===== config.mk =====
export PLATFORM = sky130hd
export DESIGN_NAME = vfield_timer
export DESIGN_NICKNAME = d
export VERILOG_FILES = /design/src/rtl/vft_pkg.sv /design/src/rtl/vft_halfline_counter.sv /design/src/rtl/vft_vpulse_fsm.sv /design/src/rtl/vft_sandcastle.sv /design/src/rtl/vfield_timer.sv
export SDC_FILE = /design/constraint.sdc
export NUM_CORES = 1
export LEC_CHECK = 0
export ABC_AREA = 1
export ABC_CLOCK_PERIOD_IN_PS = 4580
export BUFFER_PORTS_ARGS = -buffer_cell sky130_fd_sc_hd__buf_4
export CAP_MARGIN = 20
export CORE_AREA = 2 2 86 88
export CTS_CLUSTER_SIZE = 30
export DETAILED_ROUTE_END_ITERATION = 8
export DIE_AREA = 0 0 88 90
export SYNTH_ARGS = -nofsm -noshare
export SYNTH_HDL_FRONTEND = slang
export SYNTH_SLANG_ARGS = --single-unit

===== constraint.sdc =====
create_clock -name clk -period 4.58 [get_ports clk]
set_input_delay 0.916 -clock clk [delete_from_list [all_inputs] [get_ports clk]]
set_output_delay 0.916 -clock clk [all_outputs]
set_load 0.02 [all_outputs]

===== src/rtl/vft_pkg.sv =====
package vft_pkg;

    typedef enum logic [1:0] {
        VP_IDLE  = 2'd0,
        VP_DELAY = 2'd1,
        VP_PULSE = 2'd2
    } vpulse_state_e;

    typedef enum logic [1:0] {
        SC_LOW    = 2'b00,
        SC_VBLANK = 2'b01,
        SC_HBLANK = 2'b10,
        SC_BURST  = 2'b11
    } sc_level_e;

endpackage


===== src/rtl/vft_halfline_counter.sv =====
module vft_halfline_counter #(
    parameter int CNT_W      = 10,
    parameter int WRAP       = 625,
    parameter int STD_THRESH = 575
) (
    input  logic             clk,
    input  logic             rst_n,
    input  logic             hl_tick,
    input  logic             vsync_q,
    output logic [CNT_W-1:0] hl_cnt,
    output logic [CNT_W-1:0] prev_len,
    output logic             std50,
    output logic             field_start
);

    localparam logic [CNT_W-1:0] LAST_CNT = CNT_W'(WRAP - 1);
    localparam logic [CNT_W-1:0] WRAP_LEN = CNT_W'(WRAP);
    localparam logic [CNT_W-1:0] THRESH   = CNT_W'(STD_THRESH);

    logic wrap_hit;

    always_comb begin
        wrap_hit    = hl_tick && !vsync_q && (hl_cnt == LAST_CNT);
        field_start = vsync_q || wrap_hit;
    end

    always_ff @(posedge clk or negedge rst_n) begin
        if (!rst_n) begin
            hl_cnt   <= '0;
            prev_len <= WRAP_LEN;
            std50    <= 1'b1;
        end else if (vsync_q) begin
            prev_len <= hl_cnt;
            std50    <= (hl_cnt >= THRESH);
            hl_cnt   <= '0;
        end else if (hl_tick) begin
            if (hl_cnt == LAST_CNT) begin
                hl_cnt   <= '0;
                prev_len <= WRAP_LEN;
                std50    <= 1'b1;
            end else begin
                hl_cnt <= hl_cnt + 1'b1;
            end
        end
    end

    assert_cnt_bound_R1: assert property (@(posedge clk) disable iff (!rst_n)
        hl_cnt < WRAP_LEN);

    assert_cnt_step_R1: assert property (@(posedge clk) disable iff (!rst_n)
        (hl_tick && !vsync_q && hl_cnt != LAST_CNT) |=> (hl_cnt == $past(hl_cnt) + 1'b1));

    assert_vsync_clear_R2: assert property (@(posedge clk) disable iff (!rst_n)
        vsync_q |=> (hl_cnt == '0));

    assert_std_latch_R3: assert property (@(posedge clk) disable iff (!rst_n)
        vsync_q |=> (std50 == ($past(hl_cnt) >= THRESH)));

    assert_std_hold_R3: assert property (@(posedge clk) disable iff (!rst_n)
        !field_start |=> $stable(std50));

    assert_wrap_R4: assert property (@(posedge clk) disable iff (!rst_n)
        wrap_hit |=> (std50 && hl_cnt == '0 && prev_len == WRAP_LEN));

endmodule


===== src/rtl/vft_vpulse_fsm.sv =====
module vft_vpulse_fsm
    import vft_pkg::*;
#(
    parameter int VD_DELAY_HL = 1,
    parameter int VD_LEN_HL   = 10
) (
    input  logic clk,
    input  logic rst_n,
    input  logic hl_tick,
    input  logic field_start,
    output logic vdrive
);

    localparam int MAX_HL = (VD_DELAY_HL > VD_LEN_HL) ? VD_DELAY_HL : VD_LEN_HL;
    localparam int TC_W   = $clog2(MAX_HL + 1);
    localparam logic [TC_W-1:0] DLY_LAST = TC_W'(VD_DELAY_HL - 1);
    localparam logic [TC_W-1:0] LEN_LAST = TC_W'(VD_LEN_HL - 1);

    vpulse_state_e     state, state_nx;
    logic [TC_W-1:0]   tcnt, tcnt_nx;

    // state register
    always_ff @(posedge clk or negedge rst_n) begin
        if (!rst_n) begin
            state <= VP_IDLE;
            tcnt  <= '0;
        end else begin
            state <= state_nx;
            tcnt  <= tcnt_nx;
        end
    end

    // transitions
    always_comb begin
        state_nx = state;
        tcnt_nx  = tcnt;
        if (field_start) begin
            state_nx = VP_DELAY;
            tcnt_nx  = '0;
        end else begin
            unique case (state)
                VP_IDLE: begin
                    tcnt_nx = '0;
                end
                VP_DELAY: begin
                    if (hl_tick) begin
                        if (tcnt == DLY_LAST) begin
                            state_nx = VP_PULSE;
                            tcnt_nx  = '0;
                        end else begin
                            tcnt_nx = tcnt + 1'b1;
                        end
                    end
                end
                VP_PULSE: begin
                    if (hl_tick) begin
                        if (tcnt == LEN_LAST) begin
                            state_nx = VP_IDLE;
                            tcnt_nx  = '0;
                        end else begin
                            tcnt_nx = tcnt + 1'b1;
                        end
                    end
                end
                default: begin
                    state_nx = VP_IDLE;
                    tcnt_nx  = '0;
                end
            endcase
        end
    end

    // outputs
    always_comb begin
        vdrive = (state == VP_PULSE);
    end

    assert_vd_rise_on_tick_R5: assert property (@(posedge clk) disable iff (!rst_n)
        $rose(vdrive) |-> $past(hl_tick));

    assert_vd_fall_on_tick_R5: assert property (@(posedge clk) disable iff (!rst_n)
        ($fell(vdrive) && !$past(field_start)) |-> $past(hl_tick));

    assert_fs_restart_R5: assert property (@(posedge clk) disable iff (!rst_n)
        field_start |=> (!vdrive && state == VP_DELAY));

    assert_state_legal_R5: assert property (@(posedge clk) disable iff (!rst_n)
        state != 2'd3);

endmodule


===== src/rtl/vft_sandcastle.sv =====
module vft_sandcastle
    import vft_pkg::*;
#(
    parameter int HPOS_W    = 10,
    parameter int CNT_W     = 10,
    parameter int HB_LEN    = 118,
    parameter int BK_START  = 25,
    parameter int BK_LEN50  = 43,
    parameter int BK_LEN60  = 38,
    parameter int VB_POST50 = 45,
    parameter int VB_PRE50  = 5,
    parameter int VB_POST60 = 34,
    parameter int VB_PRE60  = 6
) (
    input  logic              clk,
    input  logic              rst_n,
    input  logic              line_start,
    input  logic [HPOS_W-1:0] hpos,
    input  logic [CNT_W-1:0]  hl_cnt,
    input  logic [CNT_W-1:0]  prev_len,
    input  logic              std50,
    output logic [1:0]        sc_code
);

    localparam int SUM_W = CNT_W + 1;
    localparam int POS_W = HPOS_W + 1;

    logic [SUM_W-1:0] cnt_ext, prev_ext, post_lim, pre_amt;
    logic [POS_W-1:0] pos_ext, bk_end;
    logic             in_post, in_pre, vb_now, vblank_q;
    logic             in_hb, in_bk;
    sc_level_e        level;

    always_comb begin
        cnt_ext  = {1'b0, hl_cnt};
        prev_ext = {1'b0, prev_len};
        post_lim = std50 ? SUM_W'(VB_POST50) : SUM_W'(VB_POST60);
        pre_amt  = std50 ? SUM_W'(VB_PRE50)  : SUM_W'(VB_PRE60);
        in_post  = (cnt_ext < post_lim);
        in_pre   = ((cnt_ext + pre_amt) >= prev_ext);
        vb_now   = in_post || in_pre;
    end

    always_comb begin
        pos_ext = {1'b0, hpos};
        bk_end  = POS_W'(BK_START) + (std50 ? POS_W'(BK_LEN50) : POS_W'(BK_LEN60));
        in_hb   = (pos_ext < POS_W'(HB_LEN));
        in_bk   = (pos_ext >= POS_W'(BK_START)) && (pos_ext < bk_end);
    end

    always_comb begin
        if (in_bk)         level = SC_BURST;
        else if (in_hb)    level = SC_HBLANK;
        else if (vblank_q) level = SC_VBLANK;
        else               level = SC_LOW;
    end

    always_ff @(posedge clk or negedge rst_n) begin
        if (!rst_n) begin
            vblank_q <= 1'b0;
            sc_code  <= SC_LOW;
        end else begin
            if (line_start) vblank_q <= vb_now;
            sc_code <= level;
        end
    end

    assert_vb_hold_R9: assert property (@(posedge clk) disable iff (!rst_n)
        !line_start |=> $stable(vblank_q));

    assert_hb_floor_R7: assert property (@(posedge clk) disable iff (!rst_n)
        (pos_ext < POS_W'(HB_LEN)) |=> sc_code[1]);

    assert_burst_start_R8: assert property (@(posedge clk) disable iff (!rst_n)
        (pos_ext < POS_W'(BK_START)) |=> (sc_code != SC_BURST));

    assert_priority_R10: assert property (@(posedge clk) disable iff (!rst_n)
        (vblank_q && pos_ext < POS_W'(HB_LEN)) |=> (sc_code != SC_VBLANK));

endmodule


===== src/rtl/vfield_timer.sv =====
module vfield_timer #(
    parameter int HPOS_W      = 10,
    parameter int CNT_W       = 10,
    parameter int WRAP        = 625,
    parameter int STD_THRESH  = 575,
    parameter int VD_DELAY_HL = 1,
    parameter int VD_LEN_HL   = 10,
    parameter int HB_LEN      = 118,
    parameter int BK_START    = 25,
    parameter int BK_LEN50    = 43,
    parameter int BK_LEN60    = 38,
    parameter int VB_POST50   = 45,
    parameter int VB_PRE50    = 5,
    parameter int VB_POST60   = 34,
    parameter int VB_PRE60    = 6
) (
    input  logic              clk,
    input  logic              rst_n,
    input  logic              hl_tick,
    input  logic              line_start,
    input  logic [HPOS_W-1:0] hpos,
    input  logic              vsync_q,
    output logic              vdrive,
    output logic              std50,
    output logic [1:0]        sc_code
);

    logic [CNT_W-1:0] hl_cnt;
    logic [CNT_W-1:0] prev_len;
    logic             field_start;

    vft_halfline_counter #(
        .CNT_W      (CNT_W),
        .WRAP       (WRAP),
        .STD_THRESH (STD_THRESH)
    ) u_counter (
        .clk         (clk),
        .rst_n       (rst_n),
        .hl_tick     (hl_tick),
        .vsync_q     (vsync_q),
        .hl_cnt      (hl_cnt),
        .prev_len    (prev_len),
        .std50       (std50),
        .field_start (field_start)
    );

    vft_vpulse_fsm #(
        .VD_DELAY_HL (VD_DELAY_HL),
        .VD_LEN_HL   (VD_LEN_HL)
    ) u_vpulse (
        .clk         (clk),
        .rst_n       (rst_n),
        .hl_tick     (hl_tick),
        .field_start (field_start),
        .vdrive      (vdrive)
    );

    vft_sandcastle #(
        .HPOS_W    (HPOS_W),
        .CNT_W     (CNT_W),
        .HB_LEN    (HB_LEN),
        .BK_START  (BK_START),
        .BK_LEN50  (BK_LEN50),
        .BK_LEN60  (BK_LEN60),
        .VB_POST50 (VB_POST50),
        .VB_PRE50  (VB_PRE50),
        .VB_POST60 (VB_POST60),
        .VB_PRE60  (VB_PRE60)
    ) u_sandcastle (
        .clk        (clk),
        .rst_n      (rst_n),
        .line_start (line_start),
        .hpos       (hpos),
        .hl_cnt     (hl_cnt),
        .prev_len   (prev_len),
        .std50      (std50),
        .sc_code    (sc_code)
    );

endmodule


# Word-level counts from Yosys, hierarchy flattened
# Index checks and enable logic that the tools add are counted.
# W data, S select, Z words.
[totals] input_bits=15 elab_cells=66 latch_bits=0 rom_bits=0 mem_count=0 mem_bits_rw=0 ff_bits=30
[op_classes] mux=27 bitwise=0 eq_ne=9 reduce_logical=13 mul=0 n_shift=0 order_cmp=6 add_sub_neg=4 div=0
[ops] cell="$mux W10" count=6
[ops] cell="$mux W4" count=7
[ops] cell="$lt A10 B11 Y1" count=2
[ops] cell="$mux W2" count=8
[ops] cell="$add A10 B11 Y11" count=1
[ops] cell="$add A6 B11 Y11 const A" count=1
[ops] cell="$ge A11 B10 Y1" count=1
[ops] cell="$add A10 B1 Y10 const B" count=1
[ops] cell="$eq A10 B10 Y1 const B" count=1
[ops] cell="$ge A10 B10 Y1 const B" count=1
[ops] cell="$ge A10 B5 Y1 const B" count=1
[ops] cell="$lt A10 B7 Y1 const B" count=1
[ops] cell="$pmux W4 S2" count=1
[ops] cell="$ne A3 B2 Y1 const B" count=2
[ops] cell="$pmux W2 S3" count=1
[ops] cell="$reduce_and A5 Y1" count=1
[ops] cell="$add A4 B1 Y4 const B" count=1
[ops] cell="$eq A4 B4 Y1 const B" count=1
[ops] cell="$logic_not A4 Y1" count=1
[ops] cell="$mux W1" count=4
[ops] cell="$reduce_and A2 Y1" count=2
[ops] cell="$reduce_bool A2 Y1" count=2
[ops] cell="$logic_and A1 B1 Y1" count=3
[ops] cell="$ne A3 B1 Y1 const B" count=1
[ops] cell="other kinds (7)" count=8

# Logic depth before layout (Yosys ltp)
# Gate-level depths: netlist (run 1).
[logic_depth] ltp_word=6 mapped_depth=16 mapped_depth_nobuf=16

# Cells and area by module
# A second synthesis (run 1) with hierarchy kept.
[hier_totals] hier_cells=363 area_unflattened_um2=2498.6
[by_module_without_submodules] module="vft_halfline_counter" instances=1 cells_per_inst=141 area_per_inst_um2=1078.5 seq_area_each_um2=533.0
[by_module_without_submodules] module="vft_sandcastle" instances=1 cells_per_inst=150 area_per_inst_um2=923.4 seq_area_each_um2=75.1
[by_module_without_submodules] module="vft_vpulse_fsm" instances=1 cells_per_inst=72 area_per_inst_um2=496.7 seq_area_each_um2=150.1

# Least setup slack after synthesis (run 1)
# Ideal clock, no wire load.
[synth_timing] path_type="register to register" startpoint="register u_counter.std50" endpoint="register u_sandcastle.vblank_q" period_less_slack_ns=2.582 setup_ns=0.124 arrival_ns=2.459 path_stages_with_launch=17 setup_slack_ns=1.998 cell_sequence="dfstp_2 > inv_1 > ha_1 > nand2_1 > nand2_1 > nand2_1 > nor2_2 > nand2_1 > nor3_2 > xor2_1 > ha_1 > a21oi_1 > nand2_1 > nor2_1 > nand2_1 > nand2_1 > a21oi_1"
[synth_between] elab_chain_len=4 elab_cells_between_ends=6 cone_classes="add/sub (1); order compare (2); mux (2); reduce/logical (1)"
[synth_rtl] element="start: declaration" line_no="vft_halfline_counter.sv:12" source="output logic std50,"
[synth_rtl] element="start signal: assignment" line_no="vft_halfline_counter.sv:34" source="std50 <= (hl_cnt >= THRESH);"
[synth_rtl] element="$mux W2" line_no="vft_sandcastle.sv:38" source="pre_amt = std50 ? SUM_W'(VB_PRE50) : SUM_W'(VB_PRE60);"
[synth_rtl] element="$add A10 B11 Y11" line_no="vft_sandcastle.sv:40" source="in_pre = ((cnt_ext + pre_amt) >= prev_ext);"
[synth_rtl] element="$ge A11 B10 Y1" line_no="vft_sandcastle.sv:40"
[synth_rtl] element="$logic_or A1 B1 Y1 *" line_no="vft_sandcastle.sv:41" source="vb_now = in_post || in_pre;"
[synth_rtl] element="end signal: assignment" line_no="vft_sandcastle.sv:63" source="if (line_start) vblank_q <= vb_now;"
[synth_rtl] element="end: declaration" line_no="vft_sandcastle.sv:30" source="logic in_post, in_pre, vb_now, vblank_q;"
# Every way passes the cells marked *; elsewhere a longest branch is shown, timed or not.
# A chain may end at the register's enable or synchronous reset.

# Worst setup path in the final report (run 1)
# Same ends and word-level chain as after synthesis.

==> impl_metrics.tcl, run 1 <==
set metrics [dict create \
    status "completed" \
    synth_flop_cell "dfrtp_1" \
    slew_viol_final 0 \
    synth_async_sr_flop_share_pct 100.0 \
    n_antenna_cell 0 \
    fin_crit_ns 2.736 \
    crit_end "u_sandcastle.vblank_q" \
    ir_drop_mv 0.2946 \
    multiInputGateArea_sq_um 1280 \
    synth_edf_count 0 \
    setup.worst_path.class "reg -> reg" \
    cts.repair.resized 0 \
    rows 31 \
    grt_usage_pct 13.97 \
    grt_pass1_wl_mm 8.562 \
    initial_utilization_pct 32.01 \
    reg2reg_depth 16 \
    slew_headroom_pct 67.72 \
    tightest_slew_ns 0.4797 \
    tritoncts "done" \
    route.detailed.drc 0 \
    postCtsSetupRepairBufs 0 \
    finClkSkew_ns 0.002554 \
    syn_inst 283 \
    ctsHoldBuffers 0 \
    htree_levels 2 \
    cp.required_ns 4.75 \
    clock_latency_ns 0.29 \
    drt_iter0_drc 69 \
    fin_setup_tns_ns 0 \
    drv_cap 0 \
    met1_usage_pct 19.52 \
    die_x_um 88 \
    drt-pass1-iter-count 4 \
    mostFrequentLayoutCells "nand2_1, inv_1, ha_1" \
    drt-wirelength-per-cell_um 12.21 \
    p_leak_nw 1.254 \
    finalSetupViolations 0 \
    min_period_over_period_pct 59.74 \
    area_growth_pct 14.53 \
    critPathCaptureType "flip-flop" \
    cellPowerDensity_nw_per_um2 341.4 \
    avgSynthCellArea_sq_um 7.940 \
    rsz0062_at_grt "false" \
    antenna_found_initial 0 \
    startpoint "u_counter.std50" \
    vias 1862 \
    gp_congestion 0.8500 \
    io_pins 19 \
    dieHeight_um 90 \
    cts_buffers 5 \
    cts.sink_count 30 \
    grt_pass1_vias 1805 \
    grt_start_max_net_pins 31 \
    syn_nets 328 \
    layout_commonest_cell "nand2_1" \
    wirelength_mm 4.947 \
    regArea_sq_um 758.2 \
    place_hpwl_mm 3.831 \
    synth_cell_types 34 \
    fp.dieArea_sq_um 7920 \
    ys_ff_latch 30 \
    seq_area_frac_synth_pct 33.74 \
    cts-root-buf "clkbuf_8" \
    critPathMaxFanout 11 \
    cts_buffer_depth 2 \
    finalHoldViolations 0 \
    netlist_area_sq_um 2247 \
    n_fill_cell 729 \
    use_met3_pct 2.938 \
    port_buffers 18 \
    worstSetupStartpointType "flip-flop" \
    worstHoldPathType "reg -> reg" \
    grt_overflow 0 \
    r2r_setup_slack_ns 1.84 \
    crit_arrival_ns 2.91 \
    avgViaCountPerCell 4.598 \
    core_area_sq_um 7020 \
    r2r-start "u_counter.std50" \
    met2_usage_pct 21.09 \
    top_usage_layer "met2" \
    clk_pin_slew_ns 0.07 \
    power_w 0.0008787 \
    ys_warn_count 0 \
    layout-drive-gt1-share_pct 17.32 \
    finalNetCount 350 \
    fmax_mhz 365.5 \
    drtAntennaViolNets 0 \
    worstReg2RegEnd "u_sandcastle.vblank_q" \
]
[worst min path at each step]
stage | from | to | slack, ns | cells past startpoint
2_1_floorplan | u_sandcastle.vblank_q | u_sandcastle.sc_code[0] | 0.45 | 2
3_5_place_dp | u_counter.prev_len[4] | u_counter.prev_len[4] | 0.49 | 2
3_3_place_gp | u_counter.prev_len[4] | u_counter.prev_len[4] | 0.48 | 2
4_1_cts | u_counter.prev_len[4] | u_counter.prev_len[4] | 0.50 | 2
6_report | u_counter.prev_len[4] | u_counter.prev_len[4] | 0.50 | 2
5_1_grt | u_counter.prev_len[5] | u_counter.prev_len[5] | 0.54 | 2
[sequential cells by signal, summed over array words and instances (netlist names)]
signal,flops
u_counter.hl_cnt,10
u_counter.prev_len,10
u_counter.std50,1
u_sandcastle.sc_code,2
u_sandcastle.vblank_q,1
u_vpulse.state,2
u_vpulse.tcnt,4
[layer usage]
layer  share of wire [%]  wire [um]
met1                  49       2405
met2                  46       2281
met3                 3.4        167
met4                 1.9         92
met5                   0          0
[synth_stat cells, types with 3 or more instances]
cell,count,area (sq um)
nor3_1,4,20.02
nor2_1,26,97.59
dfrtp_1,24,600.6
xor2_1,8,70.07
a22oi_1,3,22.52
o22ai_1,8,50.05
o21ai_1,3,15.01
inv_2,5,18.77
a21oi_1,14,70.07
nor2_2,4,25.02
dfstp_2,6,157.7
nand2_1,57,214.0
inv_1,40,150.1
nand3_1,12,60.06
nor3_2,4,40.04
nand4_1,3,18.77
o21ai_0,10,50.05
ha_1,29,362.9
a21boi_0,3,22.52
[through the flow]
step           hold WS (ns)  cell area, sq um  utilization (%)  std cells  setup WS (ns)
2_1_floorplan        0.4505              2247                -        283          1.998
3_3_place_gp         0.4799              2479            35.31        397          1.942
3_5_place_dp         0.4930              2479            35.31        397          1.854
4_1_cts              0.5033              2574            36.66        405          1.830
5_1_grt              0.5360              2574            36.66        405          1.590
6_report             0.4978              2574            36.66        405          1.844
[where the power goes]
part / internal [W] / total [W] / switching (W)
Clock: 0.000121 / 0.000232 / 0.000112
Combinational: 0.000124 / 0.000310 / 0.000186
Sequential: 0.000303 / 0.000336 / 0.0000332
[final cells by class]
| class | count | share of cell area [%] |
|---|---|---|
| multi-input combinational | 203 | 49.73 |
| sequential | 30 | 29.46 |
| inverter | 47 | 7.049 |
| timing repair buffer | 18 | 5.250 |
| tap | 99 | 4.813 |
| clock buffer | 6 | 3.209 |
| clock inverter | 2 | 0.4861 |
[logic make-up (layout without fill, tap and decap cells)]
group,count (synthesis),count (layout),share of synthesized area (%)
simple gates,119,119,24.83
flops,30,30,33.74
xor+xnor,9,9,3.508
fa+ha+maj,30,30,17.04
compound gates,45,45,11.58
buf+inv,50,73,9.298
[critical path: stages (launching register included)]
cell     delay, ns
dfstp_2       0.65
inv_1         0.16
ha_1          0.33
nand2_1       0.07
nand2_1       0.06
nand2_1       0.07
nor2_2        0.12
nand2_1       0.10
nor3_2        0.15
xor2_1        0.17
ha_1          0.26
a21oi_1       0.16
nand2_1       0.07
nor2_1        0.08
nand2_1       0.05
nand2_1       0.05
a21oi_1       0.05
(Power assumes the default switching activity.)
==> run 2, diff against run 1 <==
--- a/config.mk
+++ b/config.mk
@@ -6,7 +6,7 @@
 export NUM_CORES = 1
 export LEC_CHECK = 0
 export ABC_AREA = 1
-export ABC_CLOCK_PERIOD_IN_PS = 4580
+export ABC_CLOCK_PERIOD_IN_PS = 2800
 export BUFFER_PORTS_ARGS = -buffer_cell sky130_fd_sc_hd__buf_4
 export CAP_MARGIN = 20
 export CORE_AREA = 2 2 86 88
==> constraint.sdc (replaced) <==
create_clock -name clk -period 2.8 [get_ports clk]
set_input_delay 0.56 -clock clk [delete_from_list [all_inputs] [get_ports clk]]
set_output_delay 0.56 -clock clk [all_outputs]
set_load 0.02 [all_outputs]
==> run 2 against run 1 <==
Final cell count grew 0.74%; routed wire length shrank 3.4%; utilization grew 0.36 points; die area is the same; critical endpoint unchanged; largest cell class unchanged.
==> impl_metrics.tcl, run 2 (synthesized netlist as in run 1, its figures left out) <==
set metrics [dict create \
    drt-wirelength-per-cell_um 11.72 \
    place_hpwl_mm 3.775 \
    dieHeight_um 90 \
    highest_layer "met4" \
    wirelength_mm 4.780 \
    wl_met1_mm 2.416 \
    crit_top_cell "nand2_1" \
    mostFrequentLayoutCells "nand2_1, inv_1, ha_1" \
    wl_met3_um 149 \
    htree_levels 2 \
    setup_slack_ns 0.2364 \
    critPathCaptureType "flip-flop" \
    slew_viol_final 0 \
    grt_start_max_net_pins 31 \
    top_regs "u_counter.hl_cnt (10), u_counter.prev_len (10), u_vpulse.tcnt (4)" \
    layout_commonest_cell "nand2_1" \
    port_buffers 18 \
    critPathMaxFanout 10 \
    setup.worst_path.class "reg -> reg" \
    gp_congestion 0.8424 \
    hold_slack_ns 0.1932 \
    min_period_over_period_pct 91.56 \
    drt-pass1-iter-count 4 \
    drt_iter0_drc 68 \
    cp.required_ns 2.96 \
    finClkSkew_ns 0.009785 \
    cellPowerDensity_nw_per_um2 550.2 \
    avgViaCountPerCell 4.500 \
    met2_length_mm 2.168 \
    cts-root-buf "clkbuf_8" \
    dpl_worst_slack_ns 0.2584 \
    ir_drop_mv 0.3178 \
    finalSetupViolations 0 \
    worstHoldPathType "in -> async" \
    cts.sink_count 30 \
    fin_crit_ns 2.564 \
    status "completed" \
    crit_arrival_ns 2.72 \
    vias 1836 \
    cts_buffer_depth 2 \
    initial_utilization_pct 32.01 \
    n_antenna_cell 0 \
    grt_usage_pct 13.27 \
    drv_cap 0 \
    cts_buffers 5 \
    io_pins 19 \
    finalNetCount 353 \
    fmax_mhz 390.1 \
    clock_latency_ns 0.29 \
    die_x_um 88 \
    core_area_sq_um 7020 \
    crit_slowest_cell "fa_1" \
    cpPeakStageDelay_ns 0.42 \
    clk_pin_slew_ns 0.07 \
    antenna_found_initial 0 \
    fp.dieArea_sq_um 7920 \
    grt_pass1_wl_mm 8.245 \
    ctsHoldBuffers 0 \
    finalHoldViolations 0 \
    grt_overflow 0 \
    tritoncts "done" \
    rows 31 \
    worstSetupStartpointType "flip-flop" \
    p_leak_nw 1.273 \
    cp_cell_sequence "buf_4 > ha_1 > fa_1 > nor2_2 > inv_1 > nand2_1 > xor2_1 > ha_1 > nand2_1 > inv_1 > a21oi_1 > nand2_1 > nand2_1 > nand2_1 > nand2_1 > a21oi_1" \
    slew_headroom_pct 71.21 \
    grt_pass1_vias 1805 \
    route.detailed.drc 0 \
    drtAntennaViolNets 0 \
    tightest_slew_ns 0.4280 \
    area_growth_pct 15.65 \
    layout-drive-gt1-share_pct 18.45 \
]
[run 2: cell types whose count changed in the layout (fill, tap and decap cells not counted)]
cell,delta
clkbuf_1,+1
a21oi_1,-1
nor2_1,-1
clkinvlp_4,-1
nor2_2,+1
a21oi_2,+1
buf_4,+3
[run 2: critical path, delay by kind of cell, from the launching register on]
kind / cells / cell delay (ns)
buffers and inverters: 3 / 0.27
adders and majority gates: 3 / 0.92
AOI/OAI and AO/OA: 2 / 0.20
and+or+nand+nor: 7 / 0.52
xor gates and xnor gates: 1 / 0.15
DFF: 1 / 0.37
[run 2: layer usage]
layer	global-route usage, %	up-vias
met3	3.306	7
met4	3.333	0
met2	19.89	22
li1	-	971
met1	19.01	836
met5	0	-
[run 2: power by group]
| part | total [W] | internal [W] | switching (W) |
|---|---|---|---|
| Sequential | 0.000538 | 0.000496 | 0.0000417 |
| Combinational | 0.000532 | 0.000212 | 0.000319 |
| Clock | 0.000360 | 0.000198 | 0.000162 |
[run 2: path summary, 6_finish.rpt]
check / startpoint / to / slack (ns) / cells after the start
min in group clk: vsync_q / u_counter.prev_len[0] / 0.49 / 2
max reg2reg: u_counter.std50 / u_sandcastle.vblank_q / 0.24 / 16
max in group asynchronous: rst_n / u_counter.prev_len[6] / 2.28 / 1
max: u_counter.std50 / u_sandcastle.vblank_q / 0.24 / 16
min: rst_n / u_vpulse.tcnt[1] / 0.19 / 1
min reg2reg: u_counter.prev_len[6] / u_counter.prev_len[6] / 0.50 / 2
[run 2: area by class of cell]
type / instances / area [sq um]
multi-input cells: 203 / 1286
well taps: 99 / 123.9
clock buffers: 7 / 86.33
clock inverters: 1 / 5.005
repair buffers: 21 / 157.7
fillers: 767 / 4422
flip-flops and latches: 30 / 758.2
inverters: 47 / 181.4
[run 2: repair_timing]
item	CTS	global route
resized for setup	0	2
hold endpoints to repair	0	0
buffers inserted	0	1
endpoints found under the setup margin	0	1
[run 2: metrics by stage]
stage / total power (W) / instances / cell area, sq um / util (%) / TNS (ns)
after global routing: 0.001560 / 408 / 2599 / 37.02 / -0.005239
after global placement: 0.001063 / 399 / 2494 / 35.52 / 0
after CTS: 0.001447 / 407 / 2585 / 36.82 / 0
after floorplan: 0.0009256 / 283 / 2247 / - / 0
after detailed placement: 0.001079 / 399 / 2494 / 35.52 / 0
final: 0.001430 / 408 / 2599 / 37.02 / 0
